### config.mk
export PLATFORM = sky130hd
export DESIGN_NAME = rx_sym_descrambler
export DESIGN_NICKNAME = d
export VERILOG_FILES = /design/src/rtl/descr_pkg.sv /design/src/rtl/descr_keystep.sv /design/src/rtl/descr_acq.sv /design/src/rtl/descr_mon.sv /design/src/rtl/rx_sym_descrambler.sv
export SDC_FILE = /design/constraint.sdc
export NUM_CORES = 1
export LEC_CHECK = 0
export BUFFER_PORTS_ARGS = -buffer_cell sky130_fd_sc_hd__buf_2
export CAP_MARGIN = 20
export CORE_UTILIZATION = 35
export CTS_CLUSTER_SIZE = 12
export DETAILED_ROUTE_END_ITERATION = 16
export PLACE_DENSITY_LB_ADDON = 0.05
export SYNTH_ARGS = -nofsm -noshare
export SYNTH_HDL_FRONTEND = slang
export SYNTH_SLANG_ARGS = --single-unit
### constraint.sdc
create_clock -name clk -period 3.35 [get_ports clk]
set_input_delay 0.8375 -clock clk [delete_from_list [all_inputs] [get_ports clk]]
set_output_delay 0.8375 -clock clk [all_outputs]
set_load 0.005 [all_outputs]
### src/rtl/descr_pkg.sv
package descr_pkg;
  localparam int SYM_W = 5;
  localparam int KEY_W = 11;
  // taps of x^11 + x^9 + 1 within the key state
  localparam int TAP_A = KEY_W - 1;
  localparam int TAP_B = KEY_W - 3;
  localparam int NIB_W = 4;

  typedef logic [SYM_W-1:0] sym_t;
  typedef logic [KEY_W-1:0] key_t;
  typedef logic [NIB_W-1:0] nib_t;

  localparam sym_t IDLE_PLAIN = '1;
  localparam nib_t TMO_CODE   = 4'h2;
endpackage

### src/rtl/descr_keystep.sv
module descr_keystep
  import descr_pkg::*;
(
  input  key_t key_cur,
  input  sym_t cipher,
  input  logic free_run,
  output sym_t plain,
  output key_t key_nxt
);
  key_t chain [SYM_W+1];
  logic [SYM_W-1:0] kbit;

  assign chain[0] = key_cur;

  // one stage per bit, most significant symbol bit first
  for (genvar g = 0; g < SYM_W; g++) begin : g_bit
    localparam int B = SYM_W - 1 - g;
    assign kbit[g]     = chain[g][TAP_A] ^ chain[g][TAP_B];
    assign plain[B]    = cipher[B] ^ kbit[g];
    assign chain[g+1]  = {chain[g][KEY_W-2:0], free_run ? kbit[g] : ~cipher[B]};
  end

  assign key_nxt = chain[SYM_W];
endmodule

### src/rtl/descr_acq.sv
module descr_acq #(
  parameter int ACQ_RUN = 8
) (
  input  logic clk,
  input  logic rst_n,
  input  logic is_idle,
  input  logic tmo,
  output logic locked
);
  localparam int CW = (ACQ_RUN > 1) ? $clog2(ACQ_RUN) : 1;
  localparam logic [CW-1:0] LAST = CW'(ACQ_RUN - 1);

  logic [CW-1:0] run_q, run_d;
  logic          lock_q, lock_d;

  always_comb begin
    run_d  = run_q;
    lock_d = lock_q;
    if (!lock_q) begin
      if (is_idle) begin
        if (run_q == LAST) begin
          lock_d = 1'b1;
          run_d  = '0;
        end else begin
          run_d = run_q + 1'b1;
        end
      end else begin
        run_d = '0;
      end
    end else if (tmo) begin
      lock_d = 1'b0;
      run_d  = '0;
    end
  end

  always_ff @(posedge clk or negedge rst_n) begin
    if (!rst_n) begin
      run_q  <= '0;
      lock_q <= 1'b0;
    end else begin
      run_q  <= run_d;
      lock_q <= lock_d;
    end
  end

  assign locked = lock_q;
endmodule

### src/rtl/descr_mon.sv
module descr_mon #(
  parameter int WIN_CYC  = 18050,
  parameter int IDLE_MIN = 16
) (
  input  logic clk,
  input  logic rst_n,
  input  logic active,
  input  logic is_idle,
  output logic tmo
);
  localparam int WW = (WIN_CYC > 1) ? $clog2(WIN_CYC) : 1;
  localparam int IW = $clog2(IDLE_MIN + 1);
  localparam logic [WW-1:0] WLAST = WW'(WIN_CYC - 1);
  localparam logic [IW:0]   IMIN  = (IW+1)'(IDLE_MIN);

  logic [WW-1:0] win_q, win_d;
  logic [IW-1:0] idl_q, idl_d;
  logic [IW:0]   idl_sum;
  logic          last;

  assign idl_sum = {1'b0, idl_q} + {{IW{1'b0}}, is_idle};
  assign last    = active && (win_q == WLAST);
  assign tmo     = last && (idl_sum < IMIN);

  always_comb begin
    win_d = win_q;
    idl_d = idl_q;
    if (!active || last) begin
      win_d = '0;
      idl_d = '0;
    end else begin
      win_d = win_q + 1'b1;
      if (idl_sum <= IMIN) idl_d = idl_sum[IW-1:0];
    end
  end

  always_ff @(posedge clk or negedge rst_n) begin
    if (!rst_n) begin
      win_q <= '0;
      idl_q <= '0;
    end else begin
      win_q <= win_d;
      idl_q <= idl_d;
    end
  end
endmodule

### src/rtl/rx_sym_descrambler.sv
module rx_sym_descrambler
  import descr_pkg::*;
#(
  parameter int ACQ_RUN  = 8,
  parameter int WIN_CYC  = 18050,
  parameter int IDLE_MIN = 16
) (
  input  logic       clk,
  input  logic       rst_n,
  input  logic [4:0] sym_in,
  input  logic       cfg_bypass,
  input  logic       cfg_pkt_err,
  input  logic [3:0] rxd_in,
  output logic [4:0] sym_out,
  output logic       locked,
  output logic [3:0] rxd_out,
  output logic       rx_er
);
  key_t key_q, key_d;
  sym_t plain, sym_q, sym_d;
  logic err_q, err_d;
  logic is_idle, mon_tmo, lock_w;

  descr_keystep u_step (
    .key_cur (key_q),
    .cipher  (sym_in),
    .free_run(lock_w),
    .plain   (plain),
    .key_nxt (key_d)
  );

  assign is_idle = (plain == IDLE_PLAIN);

  descr_acq #(.ACQ_RUN(ACQ_RUN)) u_acq (
    .clk    (clk),
    .rst_n  (rst_n),
    .is_idle(is_idle),
    .tmo    (mon_tmo),
    .locked (lock_w)
  );

  descr_mon #(.WIN_CYC(WIN_CYC), .IDLE_MIN(IDLE_MIN)) u_mon (
    .clk    (clk),
    .rst_n  (rst_n),
    .active (lock_w),
    .is_idle(is_idle),
    .tmo    (mon_tmo)
  );

  always_comb begin
    sym_d = cfg_bypass ? sym_in : plain;
    err_d = mon_tmo && cfg_pkt_err;
  end

  always_ff @(posedge clk or negedge rst_n) begin
    if (!rst_n) begin
      key_q <= '0;
      sym_q <= '0;
      err_q <= 1'b0;
    end else begin
      key_q <= key_d;
      sym_q <= sym_d;
      err_q <= err_d;
    end
  end

  assign sym_out = sym_q;
  assign locked  = lock_w;
  assign rx_er   = err_q;
  assign rxd_out = err_q ? TMO_CODE : rxd_in;
endmodule

# Word level (Yosys, flattened, before mapping)
# Cells that the tools add are included.
# totals
mem_bits_ro	0
ff_bits	41
out_inout_bits	11
ramBits	0
latchBits	0
in_bits	13
word_cells	55
memories	0
# op_classes
order_cmp	2
bitwise	15
n_mux	18
eq_ne	4
n_mul	0
shift	0
add_sub_neg	3
n_div	0
reduce_logical	6
# op_table
operator	count
15-bit by 1-bit adder with 15-bit output, second input constant	1
15-bit == test, second input constant	1
15-bit 2-to-1 mux	1
5-bit 2-to-1 mux	3
3-bit 2-to-1 mux	4
1-bit bitwise XOR	10
1-bit 2-to-1 mux	9
5-bit by 1-bit adder with 6-bit output	1
6-bit by 5-bit less-or-equal comparator with 1-bit output, second input constant	1
6-bit by 5-bit < comparator with 1-bit output, second input constant	1
5-bit == test, second input constant	1
1-bit NOT	5
4-bit 2-to-1 mux	1
3-bit by 1-bit adder with 3-bit output, second input constant	1
3-bit == test, second input constant	1
1-bit logical AND	3
2-bit != test, second input constant	1
2-bit nonzero test	1
1-bit zero test	1
1-bit logical OR	1

# Depth between registers and ports, before layout
# Gate-level depths: netlist of run 1.
# depth
ltp_word	8
mapped_depth	10
mapped_depth_nobuf	10

# Cells and area by module
# Synthesis of run 1 repeated with hierarchy kept, for this count alone.
# hier_totals
hier_cells	194
area_unflattened_um2	2068.2
# by_module_without_submodules
module	seq_area_each_um2	area_each_um2	cells_per_inst	n_inst
descr_mon	500.5	1168.6	126	1
rx_sym_descrambler	425.4	525.5	30	1
descr_keystep	0.0	187.7	22	1
descr_acq	100.1	186.4	16	1

# Worst setup path after synthesis of run 1
# OpenSTA, ideal clock, no wires.
# synth_timing
path_type	input-to-reg
from	input port sym_in[0]
to	register u_mon.idl_q[0]
path_buffers	0
path_stages	10
arrival_time_ns	3.022
setup_slack_ns	0.248
setup_time_ns	0.079
required_ns	3.271
cell_sequence	xnor2_1 > and3_1 > o22ai_1 > nor2_1 > ha_1 > ha_1 > nor2_1 > mux2_4 > a222oi_1 > mux2i_1
# synth_between
elab_chain_len	5
# synth_rtl
element	line_no	source
from (decl)	rx_sym_descrambler.sv:10	input logic [4:0] sym_in,
1-bit bitwise XOR (*)	descr_keystep.sv:19	assign plain[B] = cipher[B] ^ kbit[g];
5-bit == test (*)	rx_sym_descrambler.sv:32	assign is_idle = (plain == IDLE_PLAIN);
5-bit by 1-bit adder with 6-bit output (*)	descr_mon.sv:21	assign idl_sum = {1'b0, idl_q} + {{IW{1'b0}}, is_idle};
6-bit by 5-bit less-or-equal comparator with 1-bit output / 5-bit 2-to-1 mux (equally long branches)	descr_mon.sv:33	if (idl_sum <= IMIN) idl_d = idl_sum[IW-1:0];
2-bit nonzero test (no source line) / 5-bit 2-to-1 mux (equally long branches)	-	
to (signal assigned)	descr_mon.sv:43	idl_q <= idl_d;
to (decl)	descr_mon.sv:17	logic [IW-1:0] idl_q, idl_d;
# Every way passes the cells marked *; elsewhere a longest branch is shown, timed or not. The select of a mux whose other input is x is not followed.
# A chain may end at the register's enable or synchronous reset.

# Worst setup path after layout of run 1
# Ends and elaborated chain as after synthesis.

==> results_dict.tcl, run 1 <==
set metrics [dict create \
    hold_buffers 0 \
    relSlewSlack 0.390 \
    status "completed" \
    drive_above_1_share 0.172 \
    cts_made_buffers 5 \
    synth_edf_count 0 \
    clk_path_buf_depth 2 \
    worst_slack_ns 0.269 \
    startpoint_type "input port" \
    yosysWarnings 0 \
    vias 1506 \
    cp.required_ns 3.56 \
    placed_area_um2 2200 \
    fin_worst_skew_ns 0.00602 \
    final-seq-area_um2 1030 \
    grt_usage 0.147 \
    max_cap_viol_count 0 \
    numPortBuffers 23 \
    synthCells 187 \
    dp_slack_ns -0.0442 \
    drtIter0Drc 82 \
    clock-sinks 41 \
    setup.worst_path.class "input port to register" \
    cts-htree-levels 2 \
    setup-violations-final 0 \
    final_util 0.414 \
    ios 24 \
    grt_max_degree 42 \
    grt_setup_unrepaired "no" \
    antenna_found_initial 0 \
    vdd_drop_max_v 0.000303 \
    ys_types 42 \
    finalHoldViolCount 0 \
    dpl.hpwl_um 2870 \
    worstMarginPinSlew_ns 0.914 \
    multiInputGateArea_um2 943 \
    final_common_cell "dfrtp_1" \
    grt-ovfl-total 0 \
    synth_seq_area_share 0.510 \
    wl_um 3980 \
    finalMaxSlewViolations 0 \
    first_pass_iters 4 \
    die-area_um2 6060 \
    routabilityCongestion 0.811 \
    antenna_cells 0 \
    crit_family "compound AO/OA/AOI/OAI gates" \
    clkLatencyLatePin_ns 0.29 \
    area_growth_pct 13.9 \
    rows 27 \
    syn_area_um2 2010 \
    ant_nets 0 \
    drc 0 \
    setup_tns_ns 0 \
    synthArstFlopShare 1.00 \
    powerDensity_nw_per_um2 394 \
    post_cts_buffers 0 \
    cp.arrival_ns 3.29 \
    viasPerCell 5.25 \
    initial_utilization 0.363 \
    grt_pass1_wl_um 6980 \
    wl_per_cell_um 13.9 \
    post-route-cell-area_um2 2290 \
    ys.flop_type "dfrtp_1" \
    die_h_um 77.8 \
    path_cells "buf_2 > xnor2_1 > and3_1 > o22ai_1 > nor2_1 > ha_1 > ha_1 > nor2_1 > mux2_4 > a222oi_1 > mux2i_1" \
    cts_tree "done" \
    ys_seq_elements 41 \
    n_fill_cell 557 \
    crit_path_end_kind "register" \
    grt_pass1_vias 1526 \
    slowest_delay_ns 0.49 \
    slowest_stage "a222oi_1" \
    layout_common_cells "dfrtp_1 (41), buf_2 (23), nor2_1 (21), xnor2_1 (15), xor2_1 (10)" \
    yosysTopAreaCell "dfrtp_1" \
    synth.area.top_cells "dfrtp_1 (51%), xnor2_1 (6.5%), xor2_1 (4.4%), mux2i_1 (4.0%), nor2_1 (3.9%)" \
    syn-num-nets 206 \
    period_needed_ns 3.08 \
    clkTransAtPathRegs_ns 0.08 \
    cp_num_buf_inv 1 \
    nets 233 \
    fmax_ghz 0.325 \
    min_path_type "register to register" \
    p_leak_nw 0.940 \
    syn_avg_cell_area_um2 10.8 \
    core_area_um2 5540 \
    critPathMaxFanout 6 \
    post_cts_resized 0 \
    cts_root_buf "clkbuf_8" \
    whs_ns 0.355 \
    synth_top_area_frac 0.510 \
    period_share 0.920 \
    die_w_um 77.8 \
]
-- path summary, 6_finish.rpt --
kind                                     from                         end  slack, ns  depth (start not counted)
max                                 sym_in[0]  u_mon.idl_q[0]$_DFFE_PN0P_       0.27                         11
min                        key_q[0]$_DFF_PN0_          key_q[5]$_DFF_PN0_       0.36                          0
max reg2reg                key_q[8]$_DFF_PN0_  u_mon.idl_q[0]$_DFFE_PN0P_       0.37                          9
min reg2reg                key_q[0]$_DFF_PN0_          key_q[5]$_DFF_PN0_       0.36                          0
max in group asynchronous               rst_n  u_mon.idl_q[0]$_DFFE_PN0P_       2.11                          1
min in group asynchronous               rst_n             rx_er$_DFF_PN0_       0.68                          1
-- per-stage QoR --
step / std cells / total power [mW]
after floorplan: 187 / 0.557
after global placement: 279 / 0.594
after detailed placement: 279 / 0.595
after CTS: 287 / 0.921
after global routing: 287 / 0.949
final: 287 / 0.902
-- logic make-up (layout without fill, tap and decap cells) --
| family | count (synthesis) | after routing | share of synthesized area |
|---|---|---|---|
| simple gates | 70 | 70 | 0.187 |
| flops | 41 | 41 | 0.510 |
| compound gates | 26 | 26 | 0.0889 |
| xor+xnor | 25 | 25 | 0.109 |
| buf+inv | 10 | 38 | 0.0211 |
| mux | 9 | 9 | 0.0473 |
| fa+ha+maj | 6 | 6 | 0.0373 |
-- layout make-up --
cell class / instances / share of cell area
clock buffers: 5 / 0.0300
multi-input cells: 136 / 0.412
flip-flops and latches: 41 / 0.448
inverters: 6 / 0.00983
repair buffers: 24 / 0.0535
clock inverters: 3 / 0.00765
well taps: 72 / 0.0393
-- cell usage after synthesis, drive strengths merged (2+ instances only) --
cell and count:
nor3 5, and3 5, a211oi 2, nor2 21
buf 2, nor4 3, or3b 2, or4b 2
xnor2 15, inv 6, o41ai 2, nor2b 3
ha 6, dfrtp 41, mux2i 8, o2bb2ai 2
nand2 7, or3 2, nand4 5, o21bai 2
a21oi 6, nand3 9, clkbuf 2, o21ai 4
xor2 10
-- flip-flops by register name (all words and copies together), names as in the netlist --
signal and count:
u_mon.win_q 15, u_acq.locked 1, sym_out 5, u_mon.idl_q 5, key_q 11, rx_er 1, u_acq.run_q 3
-- layer usage --
layer  GRT usage  wire (um)
met3      0.0365        213
met5           0          0
met1       0.181       1760
met2       0.250       1960
met4      0.0509         48
-- power breakdown --
| group | switching (mW) | internal [mW] |
|---|---|---|
| clock | 0.175 | 0.144 |
| sequential | 0.00765 | 0.509 |
| combinational | 0.0364 | 0.0302 |
| total | 0.219 | 0.683 |
Power figures use the tool's default switching activity.
==> inputs of run 2 (changes only) <==
- CORE_UTILIZATION: 35 -> 25
==> results_dict.tcl, run 2 (synthesis gave the netlist of run 1 again) <==
set metrics [dict create \
    status "completed" \
    fin_worst_skew_ns 0.00646 \
    die-area_um2 8410 \
    design_power_total_mw 0.992 \
    reg_top3 "u_mon.win_q (15), key_q (11)" \
    initial_utilization 0.259 \
    clk_path_buf_depth 2 \
    layout_common_cells "dfrtp_1 (41), buf_2 (23), nor2_1 (21), xnor2_1 (15), xor2_1 (10)" \
    cts_root_buf "clkbuf_8" \
    worstHoldStart "key_q[1]$_DFF_PN0_" \
    clkLatencyLatePin_ns 0.29 \
    grt-ovfl-total 0 \
    finalMaxSlewViolations 0 \
    area_growth_pct 18.3 \
    die_w_um 91.7 \
    hold_buffers 0 \
    largest_reg_flops 15 \
    path_cells "buf_2 > xnor2_1 > and3_1 > o22ai_1 > nor2_1 > ha_1 > ha_1 > nor2_1 > mux2_4 > a222oi_1 > buf_4 > mux2i_1" \
    n_fill_cell 840 \
    hold_end "key_q[6]$_DFF_PN0_" \
    ff2ff_path_depth 10 \
    vias 1484 \
    min_path_type "register to register" \
    crit_path_end_kind "register" \
    period_needed_ns 3.03 \
    grt_usage 0.112 \
    slowest_delay_ns 0.38 \
    setup-violations-final 0 \
    finalHoldViolCount 0 \
    rr_endpoint "u_mon.idl_q[1]$_DFFE_PN0P_" \
    die_h_um 91.7 \
    drive_above_1_share 0.183 \
    place_inst 312 \
    layout.cells.non_filler 320 \
    cp.required_ns 3.57 \
    antenna_cells 0 \
    final_common_cell "dfrtp_1" \
    rrSetupSlack_ns 0.41 \
    setup_tns_ns 0 \
    cp_num_buf_inv 2 \
    p_leak_nw 0.966 \
    setup.worst_path.class "input port to register" \
    worstSetupPathDepth 12 \
    core_area_um2 7770 \
    grt_setup_unrepaired "no" \
    relSlewSlack 0.382 \
    worstMarginPinSlew_ns 0.927 \
    viasPerCell 4.64 \
    slowest_stage "ha_1" \
    antenna_found_initial 0 \
    cts_made_buffers 5 \
    max_cap_viol_count 0 \
    drtIter0Drc 78 \
    critPathMaxFanout 5 \
    numPortBuffers 23 \
    top_register "u_mon.win_q" \
    ios 24 \
    clkTransAtPathRegs_ns 0.09 \
    routabilityCongestion 0.843 \
    crit_family "adder cells" \
    dpl.hpwl_um 2970 \
    post_cts_buffers 0 \
    vdd_drop_max_v 0.000229 \
    cp.arrival_ns 3.25 \
    grt_max_degree 42 \
    ant_nets 0 \
    post_cts_resized 0 \
    grt_pass1_vias 1571 \
    first_pass_iters 5 \
    clock-sinks 41 \
    reg2reg_from "key_q[8]$_DFF_PN0_" \
    holdPathStages 0 \
    grt_pass1_wl_um 7520 \
    rows 32 \
    period_share 0.905 \
    startpoint_type "input port" \
    wl_um 4160 \
    wl_per_cell_um 13.0 \
    drc 0 \
    fmax_ghz 0.330 \
    final_util 0.306 \
    cts_tree "done" \
    cts-htree-levels 2 \
    powerDensity_nw_per_um2 417 \
    nets 236 \
]
-- run 2: cell types whose count changed in the layout (fill, tap and decap cells not counted), sizes merged --
cell	before	now
clkinv	2	1
bufinv	0	1
buf	24	27
-- run 2: metal layers --
layer / global-route usage / part of all wire / up-vias
met4: 0.0378 / 0.012 / 0
met2: 0.192 / 0.49 / 16
met1: 0.137 / 0.48 / 742
met3: 0.0274 / 0.025 / 4
met5: 0 / 0 / -
li1: - / - / 722
-- run 2: how the worst max path moves through the flow --
| stage | start | to | slack (ns) |
|---|---|---|---|
| 5_1_grt | sym_in[0] | u_mon.idl_q[0]$_DFFE_PN0P_ | 0.19 |
| 3_5_place_dp | sym_in[0] | u_mon.idl_q[1]$_DFFE_PN0P_ | 0.04 |
| 2_1_floorplan | sym_in[0] | u_mon.idl_q[0]$_DFFE_PN0P_ | 0.25 |
| 4_1_cts | sym_in[0] | u_mon.idl_q[1]$_DFFE_PN0P_ | 0.34 |
| 3_3_place_gp | sym_in[0] | u_mon.idl_q[0]$_DFFE_PN0P_ | 0.13 |
| 6_report | sym_in[0] | u_mon.idl_q[1]$_DFFE_PN0P_ | 0.32 |
-- run 2: per-stage QoR --
stage                     hold slack, ns  instance area (um^2)  setup slack, ns
after global routing               0.365                  2380            0.194
after detailed placement           0.338                  2260           0.0384
after global placement             0.335                  2260            0.128
after floorplan                    0.331                  2010            0.248
final                              0.357                  2380            0.317
after CTS                          0.360                  2380            0.336
-- run 2: area by class of cell --
class	instances	area (um^2)	share of cell area
flip-flops and latches	41	1030	0.431
clock buffers	5	68.8	0.0289
inverters	6	22.5	0.00946
clock inverters	3	46.3	0.0195
multi-input cells	136	943	0.396
repair buffers	27	145	0.0610
well taps	102	128	0.0536
-- run 2: where the power goes --
group | internal [mW] | total (mW) | leakage [nW] | switching [mW]
clock | 0.223 | 0.408 | 0.0543 | 0.185
combinational | 0.0306 | 0.0669 | 0.376 | 0.0362
sequential | 0.509 | 0.517 | 0.536 | 0.00798
total | 0.763 | 0.992 | 0.966 | 0.229
==> inputs of run 3 (changes only) <==
- PLACE_DENSITY_LB_ADDON: 0.05 -> unset
==> results_dict.tcl, run 3 (synthesis gave the netlist of run 1 again) <==
set metrics [dict create \
    fin_worst_skew_ns 0.00588 \
    status "completed" \
    powerDensity_nw_per_um2 416 \
    cts-htree-levels 2 \
    ff2ff_path_depth 9 \
    post_cts_resized 0 \
    clkLatencyLatePin_ns 0.29 \
    clock-sinks 41 \
    dp_slack_ns 0.0185 \
    cts_root_buf "clkbuf_8" \
    grt_max_degree 42 \
    min_path_type "register to register" \
    finalHoldViolCount 0 \
    slowest_stage "a222oi_1" \
    critPathMaxFanout 6 \
    largest_reg_flops 15 \
    area_growth_pct 17.5 \
    die_w_um 91.7 \
    drc 0 \
    max_cap_viol_count 0 \
    period_share 0.901 \
    startpoint_type "input port" \
    setup_tns_ns 0 \
    setup-violations-final 0 \
    routabilityCongestion 0.766 \
    first_pass_iters 4 \
    drtIter0Drc 60 \
    final_common_cell "dfrtp_1" \
    grt_setup_unrepaired "no" \
    antenna_found_initial 0 \
    period_needed_ns 3.02 \
    rr_endpoint "u_mon.idl_q[1]$_DFFE_PN0P_" \
    grt_usage 0.0975 \
    cts_tree "done" \
    layout_common_cells "dfrtp_1 (41), buf_2 (23), nor2_1 (21), xnor2_1 (15), xor2_1 (10)" \
    ant_nets 0 \
    vias 1463 \
    wl_um 3750 \
    crit_start "sym_in[0]" \
    nets 234 \
    top_signal_layer_used "met4" \
    cts_made_buffers 5 \
    die_h_um 91.7 \
    rows 32 \
    drt-met1-wl_um 1890 \
    ios 24 \
    core_area_um2 7770 \
    setup.worst_path.class "input port to register" \
    relSlewSlack 0.395 \
    p_leak_nw 0.955 \
    crit_path_end "u_mon.idl_q[1]$_DFFE_PN0P_" \
    worst_slack_ns 0.330 \
    initial_utilization 0.259 \
    worstMarginPinSlew_ns 0.908 \
    numPortBuffers 23 \
    whs_ns 0.356 \
    wl_per_cell_um 11.8 \
    top_register "u_mon.win_q" \
    grt-ovfl-total 0 \
    drive_above_1_share 0.176 \
    antenna_cells 0 \
    hold_buffers 0 \
    crit_path_end_kind "register" \
    vdd_drop_max_v 0.000242 \
    holdPathStages 0 \
    clk_path_buf_depth 2 \
    cp.arrival_ns 3.24 \
    rrSetupSlack_ns 0.37 \
    grt_pass1_vias 1439 \
    route.met3.wl_um 149 \
    wl_met2_um 1680 \
    die-area_um2 8410 \
    finalMaxSlewViolations 0 \
    fmax_ghz 0.331 \
    reg_top3 "u_mon.win_q (15), key_q (11)" \
    grt_pass1_wl_um 6570 \
    cp.required_ns 3.57 \
    slowest_delay_ns 0.49 \
    reg2reg_from "key_q[8]$_DFF_PN0_" \
    path_cells "buf_2 > xnor2_1 > and3_1 > o22ai_1 > nor2_1 > ha_1 > ha_1 > nor2_1 > mux2_4 > a222oi_1 > mux2i_1" \
    viasPerCell 4.60 \
    dpl.hpwl_um 2670 \
    clkTransAtPathRegs_ns 0.08 \
    post_cts_buffers 0 \
]
==> run 3: cell count changes in the layout (fill, tap and decap cells not counted) <==
| cell | delta |
|---|---|
| buf_4 | -2 |
==> run 3: layer usage <==
| layer | vias up | global-route usage |
|---|---|---|
| met2 | 31 | 0.147 |
| li1 | 721 | - |
| met3 | 5 | 0.0249 |
| met1 | 706 | 0.136 |
| met4 | 0 | 0.0313 |
| met5 | - | 0 |
==> run 3: where the power goes <==
part	leakage [nW]	total, mW	internal [mW]	switching, mW
Combinational	0.365	0.0669	0.0307	0.0362
Clock	0.0543	0.400	0.223	0.177
Sequential	0.536	0.517	0.509	0.00752
Total	0.955	0.983	0.763	0.220
==> run 3: final cells by class <==
type / instances / area [um^2]
fill: 832 / 5400
clock buffer: 5 / 68.8
inverter: 6 / 22.5
sequential: 41 / 1030
clock inverter: 3 / 46.3
tap: 102 / 128
timing repair buffer: 25 / 130
multi-input combinational: 136 / 943
==> run 3: worst min-delay path by stage <==
stage | startpoint | to | slack (ns)
floorplan | key_q[0]$_DFF_PN0_ | key_q[5]$_DFF_PN0_ | 0.33
global placement | key_q[3]$_DFF_PN0_ | key_q[8]$_DFF_PN0_ | 0.34
detailed placement | key_q[2]$_DFF_PN0_ | key_q[7]$_DFF_PN0_ | 0.34
CTS | key_q[2]$_DFF_PN0_ | key_q[7]$_DFF_PN0_ | 0.36
global route | key_q[2]$_DFF_PN0_ | key_q[7]$_DFF_PN0_ | 0.36
finish | key_q[3]$_DFF_PN0_ | key_q[8]$_DFF_PN0_ | 0.36
==> run 3: critical path, delay by kind of cell <==
family | cells | cell delay [ns]
compound gates | 2 | 0.71
fa+ha+maj | 2 | 0.61
mux | 2 | 0.49
simple gates | 3 | 0.33
xor+xnor | 1 | 0.13
buf+inv | 1 | 0.12
==> run 3: metrics by stage <==
| step | instance area, um^2 | cells | util | power [mW] |
|---|---|---|---|---|
| after floorplan | 2010 | 187 | - | 0.557 |
| after global placement | 2250 | 310 | 0.290 | 0.594 |
| after detailed placement | 2250 | 310 | 0.290 | 0.595 |
| after CTS | 2360 | 318 | 0.304 | 0.998 |
| after global routing | 2360 | 318 | 0.304 | 1.03 |
| final | 2360 | 318 | 0.304 | 0.983 |
